$ cat src/rtl/cplHdrGen_pkg.sv
package cplHdrGen_pkg;

  localparam int LEN_W        = 10;
  localparam int CNT_W        = LEN_W + 1;
  localparam int BC_W         = 12;
  localparam int BYTE_W       = BC_W + 1;
  localparam int LA_W         = 7;
  localparam int RCB_SMALL_DW = 16;
  localparam int RCB_LARGE_DW = 32;
  localparam int RCB_OFS_W    = $clog2(RCB_LARGE_DW);

  localparam logic [4:0] CPL_TYPE   = 5'b01010;
  localparam logic [1:0] FMT_NODATA = 2'b00;
  localparam logic [1:0] FMT_DATA   = 2'b10;
  localparam logic [2:0] STAT_OK    = 3'b000;

  typedef struct packed {
    logic load;
    logic advance;
  } ctrlStrobe_t;

  typedef enum logic {S_IDLE, S_EMIT} genState_t;

  // bytes below the lowest enabled lane
  function automatic logic [1:0] leadGap(input logic [3:0] be);
    logic [1:0] gap;
    gap = 2'd0;
    for (int i = 3; i >= 0; i--) begin
      if (be[i]) gap = 2'(i);
    end
    return gap;
  endfunction

  // bytes above the highest enabled lane
  function automatic logic [1:0] trailGap(input logic [3:0] be);
    logic [1:0] gap;
    gap = 2'd0;
    for (int i = 0; i < 4; i++) begin
      if (be[i]) gap = 2'(3 - i);
    end
    return gap;
  endfunction

endpackage

$ cat src/rtl/cplHdrGen_ctrl.sv
module cplHdrGen_ctrl
  import cplHdrGen_pkg::*;
(
  input  logic        clk,
  input  logic        rstN,
  input  logic        reqValid,
  input  logic        hdrReady,
  input  logic        pieceLast,
  output logic        reqReady,
  output logic        hdrValid,
  output ctrlStrobe_t strobe
);

  genState_t state, stateNext;

  always_ff @(posedge clk or negedge rstN) begin
    if (!rstN) state <= S_IDLE;
    else       state <= stateNext;
  end

  always_comb begin
    stateNext = state;
    strobe    = '0;
    unique case (state)
      S_IDLE: begin
        if (reqValid) begin
          strobe.load = 1'b1;
          stateNext   = S_EMIT;
        end
      end
      S_EMIT: begin
        if (hdrReady) begin
          if (pieceLast) stateNext = S_IDLE;
          else           strobe.advance = 1'b1;
        end
      end
      default: stateNext = S_IDLE;
    endcase
  end

  assign reqReady = (state == S_IDLE);
  assign hdrValid = (state == S_EMIT);

endmodule

$ cat src/rtl/cplHdrGen_dp.sv
module cplHdrGen_dp
  import cplHdrGen_pkg::*;
#(
  parameter int ADDR_W = 30
) (
  input  logic              clk,
  input  logic              rstN,
  input  ctrlStrobe_t       strobe,
  input  logic [ADDR_W-1:0] reqDwAddr,
  input  logic [LEN_W-1:0]  reqLenDw,
  input  logic [3:0]        reqFirstBe,
  input  logic [3:0]        reqLastBe,
  input  logic [7:0]        reqTag,
  input  logic [15:0]       reqReqId,
  input  logic [2:0]        reqTc,
  input  logic [1:0]        reqAttr,
  input  logic [15:0]       cplId,
  input  logic [2:0]        cplStatus,
  input  logic              rcbSel,
  output logic [31:0]       hdrDw0,
  output logic [31:0]       hdrDw1,
  output logic [31:0]       hdrDw2,
  output logic [CNT_W-1:0]  hdrPayDw,
  output logic              pieceLast
);

  // latched request state
  logic [ADDR_W-1:0] curAddr;
  logic [CNT_W-1:0]  remDw;
  logic [BYTE_W-1:0] remBytes;
  logic [1:0]        leadR;
  logic              isFirst;
  logic [7:0]        tagR;
  logic [15:0]       reqIdR;
  logic [15:0]       cplIdR;
  logic [2:0]        tcR;
  logic [1:0]        attrR;
  logic [2:0]        statusR;
  logic              rcbR;

  // load-time arithmetic
  logic [CNT_W-1:0]  lenEff;
  logic [1:0]        trailSel;
  logic [BYTE_W-1:0] totalBytes;

  always_comb begin
    lenEff     = (reqLenDw == '0) ? (CNT_W'(1) << LEN_W) : {1'b0, reqLenDw};
    trailSel   = (lenEff == CNT_W'(1)) ? trailGap(reqFirstBe) : trailGap(reqLastBe);
    totalBytes = {lenEff, 2'b00} - BYTE_W'(leadGap(reqFirstBe)) - BYTE_W'(trailSel);
  end

  // per-piece arithmetic
  logic [CNT_W-1:0]     rcbDw;
  logic [RCB_OFS_W-1:0] ofsInRcb;
  logic [CNT_W-1:0]     room;
  logic                 fits;
  logic                 isErr;
  logic [CNT_W-1:0]     payDw;
  logic [1:0]           firstSkip;
  logic [LA_W-1:0]      lowAddr;
  logic [BYTE_W-1:0]    pieceBytes;

  always_comb begin
    rcbDw      = rcbR ? CNT_W'(RCB_LARGE_DW) : CNT_W'(RCB_SMALL_DW);
    ofsInRcb   = rcbR ? curAddr[RCB_OFS_W-1:0] : {1'b0, curAddr[RCB_OFS_W-2:0]};
    room       = rcbDw - CNT_W'(ofsInRcb);
    fits       = (remDw <= room);
    isErr      = (statusR != STAT_OK);
    payDw      = isErr ? '0 : (fits ? remDw : room);
    pieceLast  = isErr || fits;
    firstSkip  = isFirst ? leadR : 2'd0;
    lowAddr    = {curAddr[LA_W-3:0], 2'b00} + LA_W'(firstSkip);
    pieceBytes = {payDw, 2'b00} - BYTE_W'(firstSkip);
  end

  always_ff @(posedge clk or negedge rstN) begin
    if (!rstN) begin
      curAddr  <= '0;
      remDw    <= '0;
      remBytes <= '0;
      leadR    <= '0;
      isFirst  <= 1'b0;
      tagR     <= '0;
      reqIdR   <= '0;
      cplIdR   <= '0;
      tcR      <= '0;
      attrR    <= '0;
      statusR  <= '0;
      rcbR     <= 1'b0;
    end else if (strobe.load) begin
      curAddr  <= reqDwAddr;
      remDw    <= lenEff;
      remBytes <= totalBytes;
      leadR    <= leadGap(reqFirstBe);
      isFirst  <= 1'b1;
      tagR     <= reqTag;
      reqIdR   <= reqReqId;
      cplIdR   <= cplId;
      tcR      <= reqTc;
      attrR    <= reqAttr;
      statusR  <= cplStatus;
      rcbR     <= rcbSel;
    end else if (strobe.advance) begin
      curAddr  <= curAddr + ADDR_W'(payDw);
      remDw    <= remDw - payDw;
      remBytes <= remBytes - pieceBytes;
      isFirst  <= 1'b0;
    end
  end

  assign hdrDw0 = {1'b0, (isErr ? FMT_NODATA : FMT_DATA), CPL_TYPE,
                   1'b0, tcR, 4'b0000,
                   1'b0, 1'b0, attrR, 2'b00, payDw[LEN_W-1:0]};
  assign hdrDw1 = {cplIdR, statusR, 1'b0, remBytes[BC_W-1:0]};
  assign hdrDw2 = {reqIdR, tagR, 1'b0, lowAddr};
  assign hdrPayDw = payDw;

endmodule

$ cat src/rtl/cplHdrGen.sv
module cplHdrGen
  import cplHdrGen_pkg::*;
#(
  parameter int ADDR_W = 30
) (
  input  logic              clk,
  input  logic              rstN,
  input  logic              reqValid,
  output logic              reqReady,
  input  logic [ADDR_W-1:0] reqDwAddr,
  input  logic [9:0]        reqLenDw,
  input  logic [3:0]        reqFirstBe,
  input  logic [3:0]        reqLastBe,
  input  logic [7:0]        reqTag,
  input  logic [15:0]       reqReqId,
  input  logic [2:0]        reqTc,
  input  logic [1:0]        reqAttr,
  input  logic [15:0]       cplId,
  input  logic [2:0]        cplStatus,
  input  logic              rcbSel,
  output logic              hdrValid,
  input  logic              hdrReady,
  output logic [31:0]       hdrDw0,
  output logic [31:0]       hdrDw1,
  output logic [31:0]       hdrDw2,
  output logic [10:0]       hdrPayDw,
  output logic              hdrLast
);

  ctrlStrobe_t strobe;
  logic        pieceLast;

  cplHdrGen_ctrl ctrlInst (
    .clk       (clk),
    .rstN      (rstN),
    .reqValid  (reqValid),
    .hdrReady  (hdrReady),
    .pieceLast (pieceLast),
    .reqReady  (reqReady),
    .hdrValid  (hdrValid),
    .strobe    (strobe)
  );

  cplHdrGen_dp #(.ADDR_W(ADDR_W)) dpInst (
    .clk        (clk),
    .rstN       (rstN),
    .strobe     (strobe),
    .reqDwAddr  (reqDwAddr),
    .reqLenDw   (reqLenDw),
    .reqFirstBe (reqFirstBe),
    .reqLastBe  (reqLastBe),
    .reqTag     (reqTag),
    .reqReqId   (reqReqId),
    .reqTc      (reqTc),
    .reqAttr    (reqAttr),
    .cplId      (cplId),
    .cplStatus  (cplStatus),
    .rcbSel     (rcbSel),
    .hdrDw0     (hdrDw0),
    .hdrDw1     (hdrDw1),
    .hdrDw2     (hdrDw2),
    .hdrPayDw   (hdrPayDw),
    .pieceLast  (pieceLast)
  );

  assign hdrLast = hdrValid && pieceLast;

endmodule

$ cat config.mk
export PLATFORM = sky130hd
export DESIGN_NAME = cplHdrGen
export DESIGN_NICKNAME = d
export VERILOG_FILES = /design/src/rtl/cplHdrGen_pkg.sv /design/src/rtl/cplHdrGen_ctrl.sv /design/src/rtl/cplHdrGen_dp.sv /design/src/rtl/cplHdrGen.sv
export SDC_FILE = /design/constraint.sdc
export NUM_CORES = 1
export LEC_CHECK = 0
export ABC_AREA = 1
export BUFFER_PORTS_ARGS = -buffer_cell sky130_fd_sc_hd__buf_2
export CORE_MARGIN = 5
export CORE_UTILIZATION = 55
export CTS_CLUSTER_SIZE = 40
export DETAILED_ROUTE_END_ITERATION = 6
export HOLD_SLACK_MARGIN = 0.02
export PLACE_DENSITY = 0.94
export REMOVE_ABC_BUFFERS = 1
export SETUP_SLACK_MARGIN = 0.02
export SLEW_MARGIN = 20
export SYNTH_ARGS = -nofsm -noshare
export SYNTH_HDL_FRONTEND = slang
export SYNTH_SLANG_ARGS = --single-unit
$ cat constraint.sdc
create_clock -name clk -period 8.85 [get_ports clk]
set_clock_uncertainty 0.1 [all_clocks]
set_input_delay 0.4425 -clock clk [delete_from_list [all_inputs] [get_ports clk]]
set_output_delay 0.4425 -clock clk [all_outputs]
set_load 0.02 [all_outputs]
# After elaboration in Yosys (flattened, before gate mapping)
# Cells that the tools add are included.
[word_totals]
regBits = 107
[op_classes]
n_eq_ne = 1
n_lt_le_gt_ge = 1
mux = 35
n_addsub = 8
n_reduce_logical = 5
n_bitwise = 1
[ops]
columns = ["cell", "count"]
rows = [
  ["$mux 30", 2],
  ["$mux 11", 5],
  ["$sub 13x2->13", 3],
  ["$add 30x11->30", 1],
  ["$mux 2", 15],
  ["$mux 13", 2],
  ["$sub 13x13->13", 1],
  ["$eq 11x1->1 const B", 1],
  ["$le 11x11->1", 1],
  ["$sub 11x11->11", 1],
  ["$sub 11x5->11", 1],
  ["$logic_not 10->1", 1],
  ["$mux 1", 8],
  ["$add 7x2->7", 1],
  ["$mux 6", 1],
  ["$mux 5", 1],
  ["$reduce_bool 3->1", 1],
  ["$pmux 1 s2", 1],
  ["$reduce_bool 2->1", 1],
  ["$logic_and 1x1->1", 1],
  ["$logic_or 1x1->1", 1],
  ["$not 1->1", 1],
]

# Logic depth before layout (Yosys ltp)
# Gate-level depths: netlist (run 1).
[depth]
ltp_word = 9
depth_mapped = 29
depth_no_buf = 28

# Cells and area by module
# From an unflattened synthesis (run 1), not the netlist that was laid out.
[hier_totals]
cells_unflattened = 754
hier_area_um2 = 5651.7
[modules_own_cells]
columns = ["module", "area_per_inst_um2", "seq_area_each_um2", "instances", "cells_each"]
rows = [
  ["cplHdrGen_dp", 5580.4, 2001.9, 1, 742],
  ["cplHdrGen_ctrl", 63.8, 25.0, 1, 10],
  ["cplHdrGen", 7.5, 0.0, 1, 2],
]

# Worst setup path before layout (run 1)
# Ideal clock, no wire load.
[synth_path]
path_kind = "register to register"
from = "reg dpInst.curAddr[0]"
to = "reg dpInst.remBytes[7]"
t_required_ns = 8.631
path_stages_with_launch = 28
setup_ns = 0.119
setup_slack_ns = 4.142
synth_period_minus_slack_ns = 4.708
path_buffers = 1
arrival_time_ns = 4.489
path_cell_list = "dfrtp_1 > inv_1 > ha_1 > nand3_1 > xor2_1 > ha_1 > nand2_1 > inv_1 > nand2_1 > nor2_4 > nand2_1 > nand3_2 > nand2_4 > inv_4 > buf_4 > nor2_1 > nor3_1 > inv_1 > ha_1 > ha_1 > a21oi_1 > o21ai_0 > inv_1 > nand2_1 > or2_2 > nand3_1 > nand3_1 > o21a_1"
[synth_between]
elab_chain_len = 9
[synth_rtl]
columns = ["element", "line", "text"]
rows = [
  ["from (decl)", "cplHdrGen_dp.sv:28", "logic [ADDR_W-1:0] curAddr;"],
  ["from (signal assigned)", "cplHdrGen_dp.sv:91", "curAddr <= reqDwAddr;"],
  ["from (signal assigned)", "cplHdrGen_dp.sv:104", "curAddr <= curAddr + ADDR_W'(payDw);"],
  ["$mux 5 (*)", "cplHdrGen_dp.sv:65", "ofsInRcb = rcbR ? curAddr[RCB_OFS_W-1:0] : {1'b0, curAddr[RCB_OFS_W-2:0]};"],
  ["$sub 11x5->11 (*)", "cplHdrGen_dp.sv:66", "room = rcbDw - CNT_W'(ofsInRcb);"],
  ["$le 11x11->1", "cplHdrGen_dp.sv:67", "fits = (remDw <= room);"],
  ["$mux 11 (*) (2 in series)", "cplHdrGen_dp.sv:69", "payDw = isErr ? '0 : (fits ? remDw : room);"],
  ["net hdrDw0[1]", "cplHdrGen.sv:23", "output logic [31:0] hdrDw0,"],
  ["$sub 13x2->13 (*)", "cplHdrGen_dp.sv:73", "pieceBytes = {payDw, 2'b00} - BYTE_W'(firstSkip);"],
  ["$sub 13x13->13 (*)", "cplHdrGen_dp.sv:106", "remBytes <= remBytes - pieceBytes;"],
  ["$mux 13 (*)", "cplHdrGen_dp.sv:103", "end else if (strobe.advance) begin"],
  ["$mux 13 (*)", "cplHdrGen_dp.sv:90", "end else if (strobe.load) begin"],
  ["to (signal assigned)", "cplHdrGen_dp.sv:93", "remBytes <= totalBytes;"],
  ["to (signal assigned)", "cplHdrGen_dp.sv:106", ""],
  ["to (decl)", "cplHdrGen_dp.sv:30", "logic [BYTE_W-1:0] remBytes;"],
]
# The timed path passes the listed nets; every way through them passes the cells marked *. The select of a mux whose other input is x is not followed.
# A chain may end at the register's enable or synchronous reset.

# Worst setup path after layout (run 1)
[layout_path]
from = "reg dpInst.curAddr[0]"
to = "reg dpInst.remBytes[10]"
[layout_between]
elab_chain_len = 9
[layout_rtl]
columns = ["element", "line"]
rows = [
  ["$mux 5 (*)", "cplHdrGen_dp.sv:65"],
  ["$sub 11x5->11 (*)", "cplHdrGen_dp.sv:66"],
  ["$le 11x11->1", "cplHdrGen_dp.sv:67"],
  ["$mux 11 (2 in series)", "cplHdrGen_dp.sv:69"],
  ["$sub 13x2->13", "cplHdrGen_dp.sv:73"],
  ["$sub 13x13->13", "cplHdrGen_dp.sv:106"],
  ["$mux 13", "cplHdrGen_dp.sv:103"],
  ["$mux 13", "cplHdrGen_dp.sv:90"],
]
# Every way passes the cells marked *; elsewhere a longest branch is shown, timed or not. The select of a mux whose other input is x is not followed.

==> results of run 1 <==
-- power breakdown --
part	total (mW)	switching [mW]	internal [mW]
Combinational	2.07	1.34	0.730
Sequential	0.677	0.131	0.545
Clock	0.297	0.154	0.142
Total	3.04	1.63	1.42
-- worst paths after layout --
check / slack, ps / cells after the start / endpoint
setup / recovery: 3880 / 26 / dpInst.remBytes[10]
hold / removal: -10 / 1 / dpInst.remBytes[8]
setup reg to reg: 3880 / 26 / dpInst.remBytes[10]
hold reg to reg: 380 / 2 / dpInst.cplIdR[2]
max in group asynchronous: 8110 / 1 / dpInst.remBytes[3]
min in group clk: 190 / 3 / dpInst.cplIdR[14]
-- synthesized netlist by cell type, types with 2 or more instances --
cell type	instances	area, um^2
o21ai_0	44	220
xor2_1	12	105
ha_1	51	638
buf_1	3	11.3
o211ai_1	5	37.5
nand4_1	4	25.0
nor2_2	2	12.5
buf_2	2	10.0
xnor2_1	3	26.3
fa_1	3	60.1
clkbuf_1	13	48.8
nor2_4	2	22.5
nor3_1	11	55.1
o32ai_1	2	17.5
nand2_2	2	12.5
o22ai_1	3	18.8
o21a_1	5	37.5
nand2_4	2	22.5
nand3_1	50	250
a21oi_1	31	155
nand3b_1	4	30.0
conb_1	2	7.51
nor2_1	37	139
inv_1	88	330
nand2_1	263	987
o21bai_1	2	15.0
dfrtp_1	81	2030
a31oi_1	5	31.3
buf_4	29	218
inv_2	4	15.0
or2_2	6	37.5
buf_6	3	33.8
a21boi_0	2	15.0
-- metal layers --
layer | vias up | share of wire | GRT usage
li1 | 2766 | - | -
met1 | 2523 | 0.40 | 0.298
met2 | 232 | 0.48 | 0.404
met3 | 24 | 0.10 | 0.0679
met4 | 0 | 0.020 | 0.0673
met5 | - | 0 | 0
-- registers in the layout (all words and copies together) (netlist names) --
register and count:
dpInst.cplIdR 16, dpInst.reqIdR 16, dpInst.remBytes 12, dpInst.remDw 11
dpInst.tagR 8, dpInst.curAddr 5, dpInst.statusR 3, dpInst.tcR 3
dpInst.attrR 2, dpInst.leadR 2, ctrlInst.hdrValid 1, dpInst.isFirst 1
dpInst.rcbR 1
-- cells by family after synthesis --
family          synth area share
buf+inv                    0.117
compound gates             0.100
simple gates               0.287
xor+xnor                  0.0227
other cells              0.00130
fa+ha+maj                  0.121
flops                      0.351
-- critical path: stages, from the launching register on --
cell	delay [ps]
dfrtp_1	450
inv_1	130
ha_1	190
nand3_1	100
xor2_1	160
ha_1	310
nand2_1	70
inv_1	50
nand2_1	80
nor2_4	100
nand2_1	80
nand3_2	90
nand2_4	120
inv_4	160
nor2_1	50
nor3_1	720
inv_1	220
ha_1	350
ha_1	340
a21oi_1	220
nor2_1	70
o21ai_0	250
nand3_1	120
nand2_1	70
nand3_1	60
nand3_1	120
o21a_1	120
-- final cells by class --
cell class	instances	area (um^2)
tap	136	170
clock inverter	6	73.8
inverter	93	352
fill	914	3490
timing repair buffer	170	865
clock buffer	10	138
multi-input combinational	583	3160
sequential	81	2030
==> results.yml, run 1 <==
final_layout:
  mostFrequentLayoutCell: "nand2_1"
  nNetsFinal: 1093
  finish.instance_area_um2: 6790
  most-common-layout-cells: "nand2_1, buf_2, inv_1"
  drive_gt1_frac: 0.225
  num_antenna_cells: 0
  final_util: 0.661
  area_delta_synth_final_pct: 17.5
  stdcell_count: 1079
clock_tree:
  cts_sinks: 81
  cts_buffer_depth: 2
  numCtsBuffers: 9
  cts_resized: 0
  tritoncts: "done"
  cts.root.buffer_cell: "clkbuf_8"
  post_cts_buffers: 0
  clk_pin_slew_worst_paths_ps: 90
  clkLatencyLatePin_ps: 350
  holdBufCountCts: 0
  h-tree-depth: 3
logic_synthesis:
  async_reset_ff_frac: 1.00
  yosysWarnings: 0
  synthFlopType: "dfrtp_1"
  synth_cell_types: 43
  ys_seq_area_frac: 0.351
  synthesis.area_um2: 5780
  synth_edf_count: 0
  synth_cells: 786
  syn_area_per_cell_um2: 7.35
  ys_ff_latch: 81
global_routing:
  grt_pass1_vias: 5301
  antenna_found_initial: 0
  grt_max_degree: 83
  grt_pass1_wl_um: 24900
  grt_usage: 0.239
  grt_overflow_total: 0
outcome:
  violations: "negative hold slack"
  status: "complete, but fails checks"
sta:
  fmax_mhz: 201
  setup_tns_ps: 0
  rsz0062_at_grt: "no"
  setup_viol: 0
  post-route-period-util: 0.561
  relSlewSlack: 0.367
  maxSlewViolCount: 0
  min_period_ps: 4970
  worst_slew_pin_slew_ps: 943
  hold_slack_ps: -12.1
  setup_ws_ps: 3880
  hold_viol_final: 4
detailed_routing:
  first_pass_iters: 5
  route.detailed.drc: 0
  wire_per_inst_um: 14.2
  routed_via_density: 5.14
  vias: 5545
  drt-total-wl_um: 15300
  drt_iter0_markers: 292
  ant_nets: 0
worst_setup_path:
  startpoint_type: "flop"
  worstPathMaxFanout: 11
  cp_data_required_time_ps: 9040
  critPathArrivalTime_ps: 5160
  crit_start: "dpInst.curAddr[0]"
  endpoint_kind: "flop"
  r2r_start: "dpInst.curAddr[0]"
  critical_path_class: "flop to flop"
place:
  dpl-instance-area_um2: 6570
  gp_congestion: 0.949
  dpl.hpwl_um: 11600
  placed_cells: 1063
  dp_slack_ps: 3970
  portBuffers: 167
floorplan:
  fp.coreArea_um2: 10300
  num_io_pins: 211
  dieArea_um2: 12700
  initial_utilization: 0.562
  fp.dieW_um: 112
  rows: 37
  die_y_um: 112
pwr:
  power_density_nw_per_um2: 448
  ir_worst_vdd_v: 0.000247
  finalPower_mw: 3.04
  p_leak_nw: 3.92
run:
  cap_violations: 0
min_path:
  hp-class: "input pin to asynchronous set/reset pin"
No activity file was read; power rests on OpenSTA's default activity.
==> inputs of run 2 (changes only) <==
--- a/config.mk
+++ b/config.mk
@@ -5,14 +5,14 @@
 export SDC_FILE = /design/constraint.sdc
 export NUM_CORES = 1
 export LEC_CHECK = 0
-export ABC_AREA = 1
+export ABC_AREA = 0
 export BUFFER_PORTS_ARGS = -buffer_cell sky130_fd_sc_hd__buf_2
 export CORE_MARGIN = 5
-export CORE_UTILIZATION = 55
+export CORE_UTILIZATION = 50
 export CTS_CLUSTER_SIZE = 40
 export DETAILED_ROUTE_END_ITERATION = 6
 export HOLD_SLACK_MARGIN = 0.02
-export PLACE_DENSITY = 0.94
+export PLACE_DENSITY = 0.88
 export REMOVE_ABC_BUFFERS = 1
 export SETUP_SLACK_MARGIN = 0.02
 export SLEW_MARGIN = 20
==> constraint.sdc (replaced) <==
create_clock -name clk -period 5.2 [get_ports clk]
set_clock_uncertainty 0.1 [all_clocks]
set_input_delay 0.26 -clock clk [delete_from_list [all_inputs] [get_ports clk]]
set_output_delay 0.26 -clock clk [all_outputs]
set_load 0.02 [all_outputs]
==> run 2 against run 1 <==
- the flow now finishes without violations
- synthesized cell count decreased by 17%
- critical endpoint unchanged
- non-clock buffer count increased by 57
- routed wire length increased by 4.0%
- sequential power increased by 39%
- hold slack improved by 64 ps
==> results.yml, run 2 <==
place:
  dp_slack_ps: 206
  gp_congestion: 0.855
  dpl-instance-area_um2: 6260
  portBuffers: 167
  dpl.hpwl_um: 10700
pwr:
  power_density_nw_per_um2: 475
  finalPower_mw: 3.32
  p_leak_nw: 3.70
  ir_worst_vdd_v: 0.000220
worst_setup_path:
  critical_path_class: "flop to flop"
  startpoint_type: "flop"
  cp_data_required_time_ps: 5310
  endpoint_kind: "flop"
  critical-path-top-cell-by-count: "ha_1"
  reg2reg_depth: 20
  worstPathMaxFanout: 6
  slowest_stage: "dfrtp_1"
  critPathArrivalTime_ps: 5000
  r2r_start: "dpInst.curAddr[0]"
  reg2reg_slack_ps: 310
  crit_chain: "inv_1, ha_1, nor3b_2, xnor2_1, ha_1, nand3_1, a211o_1, a21oi_4, buf_4, mux2_2, nand2b_1, ha_1, ha_1, o21a_1, o31ai_1, a21oi_1, o22ai_1, nor3_1, nor4_1, o22ai_1"
  slowest_delay_ps: 440
  r2r-end: "dpInst.remBytes[10]"
final_layout:
  area_delta_synth_final_pct: 29.1
  nFillCells: 866
  num_antenna_cells: 0
  reg.largest.list: "dpInst.cplIdR (16), dpInst.reqIdR (16), dpInst.remBytes (12)"
  finish.instance_area_um2: 6980
  most-common-layout-cells: "nand2_1, buf_2, dfrtp_1"
  final-seq-area_um2: 2030
  multi_input_area_um2: 3060
  mostFrequentLayoutCell: "nand2_1"
  drive_gt1_frac: 0.243
  nNetsFinal: 1015
floorplan:
  fp.coreArea_um2: 10700
  dieArea_um2: 13000
  num_io_pins: 211
  rows: 38
  die_y_um: 114
  fp.dieW_um: 114
  initial_utilization: 0.505
logic_synthesis:
  synth_cell_types: 51
  syn_area_per_cell_um2: 8.29
  synth_xor_area_frac: 0.0405
  muxShareOfSynthArea: 0.00834
  synth-adder-area-share: 0.129
  synthFlopType: "dfrtp_1"
  synth_edf_count: 0
  synth-simple-area-share: 0.219
  async_reset_ff_frac: 1.00
  yosysWarnings: 0
  synth_top_cells_by_count: "nand2_1, dfrtp_1, ha_1"
  synthesis.area_um2: 5400
  synth_top_family_by_area: "simple AND/OR/NAND/NOR gates"
  synth_top_area_frac: 0.375
  synth_area_leaders: "dfrtp_1, nand2_1, ha_1, buf_4, a21oi_1"
  synth_cells: 652
  synth_compound_area_frac: 0.148
  synth.most_common_cell: "nand2_1"
  ys_seq_area_frac: 0.375
  ys_ff_latch: 81
  yosysTopAreaCell: "dfrtp_1"
global_routing:
  antenna_found_initial: 1
  grt_usage: 0.245
  grt_overflow_total: 0
  grt_max_degree: 82
  grt_pass1_vias: 5452
  grt_pass1_wl_um: 25900
sta:
  hold_slack_ps: 51.6
  post-route-period-util: 0.941
  relSlewSlack: 0.312
  setup_viol: 0
  hold_viol_final: 0
  setup_ws_ps: 305
  maxSlewViolCount: 0
  worst_slew_pin_slew_ps: 1030
  min_period_ps: 4890
  fmax_mhz: 204
detailed_routing:
  route.detailed.drc: 0
  vias: 5357
  drt-total-wl_um: 15900
  wire_per_inst_um: 15.8
  first_pass_iters: 7
  ant_nets: 0
  routed_via_density: 5.33
  drt_iter0_markers: 322
clock_tree:
  cts.root.buffer_cell: "clkbuf_8"
  cts_buffer_depth: 2
  tritoncts: "done"
  clk_pin_slew_worst_paths_ps: 90
  clkLatencyLatePin_ps: 360
  numCtsBuffers: 9
  cts_sinks: 81
  h-tree-depth: 3
min_path:
  min_delay_path_depth: 3
  worstHoldEndpoint: "dpInst.cplIdR[15]"
  min_from: "cplId[15]"
  hp-class: "input pin to flop"
run:
  cap_violations: 0
outcome:
  status: "complete, no violations"
run 2: cell types whose count changed after synthesis, moves of 6 or more:
| cell | change |
|---|---|
| a21oi_1 | +6 |
| inv_1 | -57 |
| nand2b_1 | +11 |
| xnor2_1 | +7 |
| nand3_1 | -42 |
| nand2_1 | -85 |
| nor2b_1 | +7 |
| a211oi_1 | +9 |
| o21ai_0 | -14 |
run 2: final cells by class:
type                       instances  area share
timing repair buffer             227       0.203
multi-input combinational        509       0.438
inverter                          32      0.0174
clock buffer                      10      0.0183
sequential                        81       0.290
tap                              140      0.0251
clock inverter                     6     0.00717
run 2: report_power, final:
| part | total (mW) | switching [mW] | internal [mW] |
|---|---|---|---|
| registers | 0.943 | 0.144 | 0.799 |
| logic | 1.93 | 1.16 | 0.771 |
| clock network | 0.442 | 0.262 | 0.180 |
run 2: worst max path at each step:
stage	from	to	slack (ps)
3_5_place_dp	dpInst.curAddr[0]	dpInst.remBytes[10]	210
4_1_cts	dpInst.curAddr[0]	dpInst.remBytes[11]	160
5_1_grt	dpInst.curAddr[1]	dpInst.remBytes[11]	-10
2_1_floorplan	dpInst.curAddr[0]	dpInst.remDw[10]	340
6_report	dpInst.curAddr[0]	dpInst.remBytes[10]	310
3_3_place_gp	dpInst.curAddr[0]	dpInst.remBytes[11]	280
run 2: critical path: cells and delay by family (launching register included):
| kind | cells | cell delay, ps |
|---|---|---|
| AND/OR/NAND/NOR | 5 | 880 |
| multiplexers | 1 | 320 |
| adder cells (fa/ha/maj) | 4 | 1230 |
| flip-flops | 1 | 440 |
| buffers and inverters | 2 | 230 |
| AO/OA/AOI/OAI | 7 | 1370 |
| XOR/XNOR | 1 | 170 |
run 2: timing repair:
action                                  4_1_cts  5_1_grt
resized for setup                             0        3
buffers inserted                              0        2
hold endpoints to repair                     49       81
hold buffers                                 49        1
endpoints found under the setup margin        0        5
run 2: per-layer routing:
metal | wire length (um) | track usage
met4 | 373 | 0.0792
met3 | 1460 | 0.0727
met2 | 7720 | 0.423
met1 | 6330 | 0.293
met5 | 20 | 0
run 2: logic make-up after synthesis:
kind of cell | after synthesis
compound gates | 127
xor+xnor | 25
fa+ha+maj | 54
buf+inv | 84
flops | 81
mux | 4
other cells | 2
simple gates | 275
run 2: stage by stage:
step / TNS (ps) / std cells / utilization
6_report: 0 / 1005 / 0.652
5_1_grt: -13.5 / 1005 / 0.652
4_1_cts: 0 / 1001 / 0.648
3_5_place_dp: 0 / 936 / 0.585
3_3_place_gp: 0 / 936 / 0.585
2_1_floorplan: 0 / 621 / -
